$ cat src/rtl/nds_pkg.sv
package nds_pkg;
  localparam int PH_N = 8;
  typedef logic [PH_N-1:0] phase_t;

  localparam phase_t PH_ROW  = 8'h01;
  localparam phase_t PH_LAST = 8'h80;

  function automatic phase_t rotl1(input phase_t v);
    return {v[PH_N-2:0], v[PH_N-1]};
  endfunction

  // strobe decodes, one place so both the top and any checker agree
  function automatic logic row_active(input phase_t v);
    return |v[6:1];
  endfunction

  function automatic logic col_active(input phase_t v);
    return v[2] | v[3] | v[5] | v[6];
  endfunction

  function automatic logic second_half(input phase_t v);
    return |v[7:4];
  endfunction
endpackage

$ cat src/rtl/nds_phase_ring.sv
module nds_phase_ring
  import nds_pkg::*;
(
  input  logic   clk,
  input  logic   rst,
  output phase_t ph
);
  always_ff @(posedge clk) begin
    if (rst) ph <= PH_ROW;
    else     ph <= rotl1(ph);
  end

  AST_PH_ONEHOT: assert property (@(posedge clk) disable iff (rst)
    $countones(ph) == 1);
  AST_PH_WRAP: assert property (@(posedge clk) disable iff (rst)
    ph[7] |=> ph[0]);
endmodule

$ cat src/rtl/nds_access_div.sv
module nds_access_div #(
  parameter int ACC_W = 4
) (
  input  logic             clk,
  input  logic             rst,
  input  logic             step,
  input  logic [ACC_W-1:0] period,
  output logic             due
);
  logic [ACC_W-1:0] cnt;

  function automatic logic [ACC_W-1:0] next_cnt(input logic [ACC_W-1:0] c,
                                                input logic [ACC_W-1:0] p);
    logic [ACC_W:0] inc;
    inc = {1'b0, c} + 1'b1;
    return (inc >= {1'b0, p}) ? '0 : inc[ACC_W-1:0];
  endfunction

  always_ff @(posedge clk) begin
    if (rst)       cnt <= '0;
    else if (step) cnt <= next_cnt(cnt, period);
  end

  assign due = (cnt == '0);

  AST_DIV_HOLD: assert property (@(posedge clk) disable iff (rst)
    !step |=> $stable(cnt));
endmodule

$ cat src/rtl/nds_nibble_cap.sv
module nds_nibble_cap #(
  parameter int NIB_W = 4
) (
  input  logic               clk,
  input  logic               rst,
  input  logic               cap_hi,
  input  logic               cap_lo,
  input  logic [NIB_W-1:0]   din,
  output logic [2*NIB_W-1:0] byte_q
);
  logic [NIB_W-1:0] hi_q, lo_q;

  always_ff @(posedge clk) begin
    if (rst) begin
      hi_q <= '0;
      lo_q <= '0;
    end else begin
      if (cap_hi) hi_q <= din;
      if (cap_lo) lo_q <= din;
    end
  end

  assign byte_q = {hi_q, lo_q};

  AST_CAP_EXCL: assert property (@(posedge clk) disable iff (rst)
    !(cap_hi && cap_lo));
endmodule

$ cat src/rtl/nib_dram_seq.sv
module nib_dram_seq
  import nds_pkg::*;
#(
  parameter int MUX_W = 8,
  parameter int NIB_W = 4,
  parameter int ACC_W = 4,
  localparam int BYTE_W = 2 * MUX_W - 1
) (
  input  logic               clk,
  input  logic               rst,
  input  logic [ACC_W-1:0]   acc_period,
  input  logic [BYTE_W-1:0]  vid_addr,
  input  logic [BYTE_W-1:0]  cpu_addr,
  input  logic               cpu_rd,
  input  logic [NIB_W-1:0]   dram_q,
  output logic [7:0]         phase,
  output logic [MUX_W-1:0]   mem_addr,
  output logic               row_sel,
  output logic               col_sel,
  output logic [2*NIB_W-1:0] rd_byte,
  output logic               vid_ready,
  output logic               cpu_ready
);
  phase_t            ph;
  logic              due;
  logic              use_vid_q, rd_q;
  logic [BYTE_W-1:0] addr_q, live_addr;
  logic              need_data, cap_hi, cap_lo;

  nds_phase_ring i_ring (.clk(clk), .rst(rst), .ph(ph));

  nds_access_div #(.ACC_W(ACC_W)) i_div (
    .clk(clk), .rst(rst), .step(ph[7]), .period(acc_period), .due(due)
  );

  assign live_addr = due ? vid_addr : cpu_addr;

  always_ff @(posedge clk) begin
    if (rst) begin
      use_vid_q <= 1'b0;
      rd_q      <= 1'b0;
      addr_q    <= '0;
      vid_ready <= 1'b0;
      cpu_ready <= 1'b0;
    end else begin
      if (ph[0]) begin
        use_vid_q <= due;
        rd_q      <= cpu_rd;
        addr_q    <= live_addr;
      end
      vid_ready <= ph[7] & use_vid_q;
      cpu_ready <= ph[7] & ~use_vid_q & rd_q;
    end
  end

  assign need_data = use_vid_q | rd_q;
  assign cap_hi    = ph[3] & need_data;
  assign cap_lo    = ph[6] & need_data;

  nds_nibble_cap #(.NIB_W(NIB_W)) i_cap (
    .clk(clk), .rst(rst), .cap_hi(cap_hi), .cap_lo(cap_lo),
    .din(dram_q), .byte_q(rd_byte)
  );

  assign phase    = ph;
  assign row_sel  = row_active(ph);
  assign col_sel  = col_active(ph);
  assign mem_addr = ph[0] ? live_addr[BYTE_W-1:MUX_W-1]
                          : {addr_q[MUX_W-2:0], second_half(ph)};

  AST_COL_IN_ROW: assert property (@(posedge clk) disable iff (rst)
    col_sel |-> row_sel);
  AST_READY_EXCL: assert property (@(posedge clk) disable iff (rst)
    !(vid_ready && cpu_ready));
  AST_READY_SLOT: assert property (@(posedge clk) disable iff (rst)
    (vid_ready || cpu_ready) |-> phase[0]);
  AST_COL_HOLD: assert property (@(posedge clk) disable iff (rst)
    (phase[2] || phase[3] || phase[5] || phase[6] || phase[7]) |-> $stable(mem_addr));
  AST_IDLE_BYTE: assert property (@(posedge clk) disable iff (rst)
    (phase[1] && !need_data) |=> $stable(rd_byte));
endmodule

$ cat config.mk
export PLATFORM = sky130hd
export DESIGN_NAME = nib_dram_seq
export DESIGN_NICKNAME = d
export VERILOG_FILES = /design/src/rtl/nds_pkg.sv /design/src/rtl/nds_phase_ring.sv /design/src/rtl/nds_access_div.sv /design/src/rtl/nds_nibble_cap.sv /design/src/rtl/nib_dram_seq.sv
export SDC_FILE = /design/constraint.sdc
export NUM_CORES = 1
export LEC_CHECK = 0
export ABC_AREA = 1
export ABC_CLOCK_PERIOD_IN_PS = 1790
export BUFFER_PORTS_ARGS = -buffer_cell sky130_fd_sc_hd__clkbuf_2
export CAP_MARGIN = 20
export CORE_ASPECT_RATIO = 1.4
export CORE_MARGIN = 1
export CORE_UTILIZATION = 35
export DETAILED_ROUTE_END_ITERATION = 10
export PLACE_DENSITY = 0.64
export SKIP_CTS_REPAIR_TIMING = 1
export SYNTH_ARGS = -nofsm -noshare
export SYNTH_HDL_FRONTEND = slang
export SYNTH_SLANG_ARGS = --single-unit
$ cat constraint.sdc
create_clock -name clk -period 1.79 [get_ports clk]
set_input_delay 0.0895 -clock clk [delete_from_list [all_inputs] [get_ports clk]]
set_output_delay 0.0895 -clock clk [all_outputs]
set_load 0.05 [all_outputs]
==> flow_summary.toml <==
[clock_network]
root_buffer = "clkbuf_8"
insertion_delay_ps = 280
clk_pin_slew_ps = 70
cts_sinks = 31
cts_tree = "built"
htreeDepth = 2
clockBufferDepth = 2
cts_buffers = 5

[sta]
slew_violations = 0
hold_viol_final = 0
tightest_slew_ps = 357
timing.fmax_ghz = 0.595
max_slew_margin = 0.762
fin_crit_ps = 1680
fin_crit_sh = 0.939
skew_ps = 6.75
setup_tns_ps = 0
rsz0062_at_grt = "yes"
finalSetupViolCount = 0

[synth]
synth_cells = 195
netlist_area_um2 = 1510
synth_top_area_cell = "dfxtp_1"
ys_warn_count = 0
ys_ff_latch = 31
synthesis.nets = 242
synth_top_area_share = 0.412
async_flop_share = 0
synth-edff-count = 0
synth.distinct_cells = 24
synthTopCellsByArea = "dfxtp_1 (41%), nor2_1 (10%), o21ai_0 (7.0%)"
synthFlopType = "dfxtp_1"
avgSynthCellArea_um2 = 7.72
yosysSeqAreaShare = 0.412

[floorplanning]
die_w_um = 57.4
coreArea_um2 = 4020
dieArea_um2 = 4570
io_pins = 69
start_util = 0.374
die_y_um = 79.6
rows = 27

[critical_path]
r2r_end = "i_div.cnt[3]"
path_max_fanout = 5
required_ps = 2000
arrival_ps = 1890
setup.worst_path.end_class = "flop"
r2r_slack_ps = 110
rr_startpoint = "i_div.cnt[0]"
worstSetupPathType = "flop to flop"
crit_start = "i_div.cnt[0]"
crit_path_end = "i_div.cnt[3]"
startpoint_type = "flop"
reg2regPathDepth = 10

[routing]
drtIter0Drc = 51
via_count = 1496
detail_route.vias_per_cell = 4.76
drt_wl_total_um = 3620
drc = 3
first_pass_iters = 7
drt-wirelength-per-cell_um = 11.5
detail-route-antenna-nets = 0

[placed_design]
dpl.hpwl_um = 2660
dp_cells = 301
portBuffers = 68
finalWeightedCongestion = 0.802

[final_layout]
area_delta_synth_final_pct = 40.9
final_common_cell = "clkbuf_2"
drive_above_1_share = 0.432
fill_cells = 392
layout.nets = 317
instances_no_fill = 314
final_cell_mix = "clkbuf_2 (60), nor2_1 (40), dfxtp_1 (29)"
antenna_cells = 0

[flow_run]
max-cap-violations = 0

[global_route]
track_usage = 0.154
grt_pass1_wl_um = 5500
grt_pass1_vias = 1261
antenna_found_initial = 0
grt_start_max_net_pins = 18
grt_overflow_total = 0

[power]
leakage_uw = 0.00104
p_per_area_nw_per_um2 = 808
p_total_uw = 1710
max-vdd-ir-drop_mv = 0.416

[status]
failed_checks = "design-rule violations"
status = "complete, but fails checks"

[hold_path]
hp-start = "vid_addr[6]"
hold_class = "input port to flop"
metal layers:
metal  part of all wire  up-vias  global-route usage  wire length, µm
li1                   -      782                   -                -
met1               0.41      656               0.171             1500
met2               0.51       53               0.279             1850
met3              0.064        5              0.0421              230
met4              0.011        0              0.0512               40
met5                  0        -                   0                0
flip-flops by register name (all words and copies together) (netlist names):
name and cells:
i_ring.ph 8, addr_q 7, i_cap.hi_q 4, i_cap.lo_q 4, i_div.cnt 4, cpu_ready 1, rd_q 1, use_vid_q 1
vid_ready 1
metrics by stage:
step                      hold slack, ps  utilization  setup slack [ps]  cell area [µm²]
after detailed placement             341        0.469               107             1890
final                               51.1        0.528               109             2120
after global routing                53.5        0.528             -12.5             2120
after floorplan                      240            -             -62.0             1530
after CTS                           45.4        0.498              -207             2000
after global placement               339        0.469               108             1890
critical path, stage by stage, from the launching register on:
cell and delay (ps):
dfxtp_2 340, ha_1 240, xor2_2 160, ha_1 330, nand2_1 80, inv_1 40, nand2_1 60, nand2_1 70
nand2_2 90, nand3_1 70, a21oi_1 130
power breakdown:
group          leakage, µW  internal (µW)  switching, µW  total, µW
clock            0.0000612            450            256        706
sequential        0.000254            711           9.95        721
combinational     0.000728            102            186        288
synthesized netlist by cell type (2+ instances only):
cell	count
buf_2	2
nor2_1	40
nand3_1	5
o21ai_1	3
o22ai_2	5
nand2_1	26
nand4_1	2
ha_1	6
buf_4	3
dfxtp_1	31
inv_1	22
a21oi_1	7
nor3_1	2
o21ai_0	21
o21ai_2	9
o22ai_1	3
logic make-up (layout without fill, tap and decap cells):
kind of cell               count (synthesis)  count (layout)  synth area share
buffers and inverters                     31             106             0.101
and+or+nand+nor                           78              79             0.221
xor gates and xnor gates                   1               1           0.00582
adders and majority gates                  6               6            0.0499
DFF                                       31              31             0.412
AOI/OAI and AO/OA                         48              48             0.209
worst min path at each step:
stage,end,slack (ps),cells after the start
after global placement,addr_q[3],340,3
final,addr_q[6],50,3
after detailed placement,addr_q[6],340,3
after floorplan,addr_q[0],240,2
after global routing,addr_q[2],50,3
after CTS,addr_q[6],50,3
cell type report:
class	instances	area, µm²	share of cell area
multi-input combinational	134	802	0.378
sequential	31	623	0.294
timing repair buffer	74	422	0.199
inverter	24	103	0.0484
clock buffer	6	82.6	0.0389
tap	43	53.8	0.0254
clock inverter	2	35.0	0.0165
(Power assumes the default switching activity.)
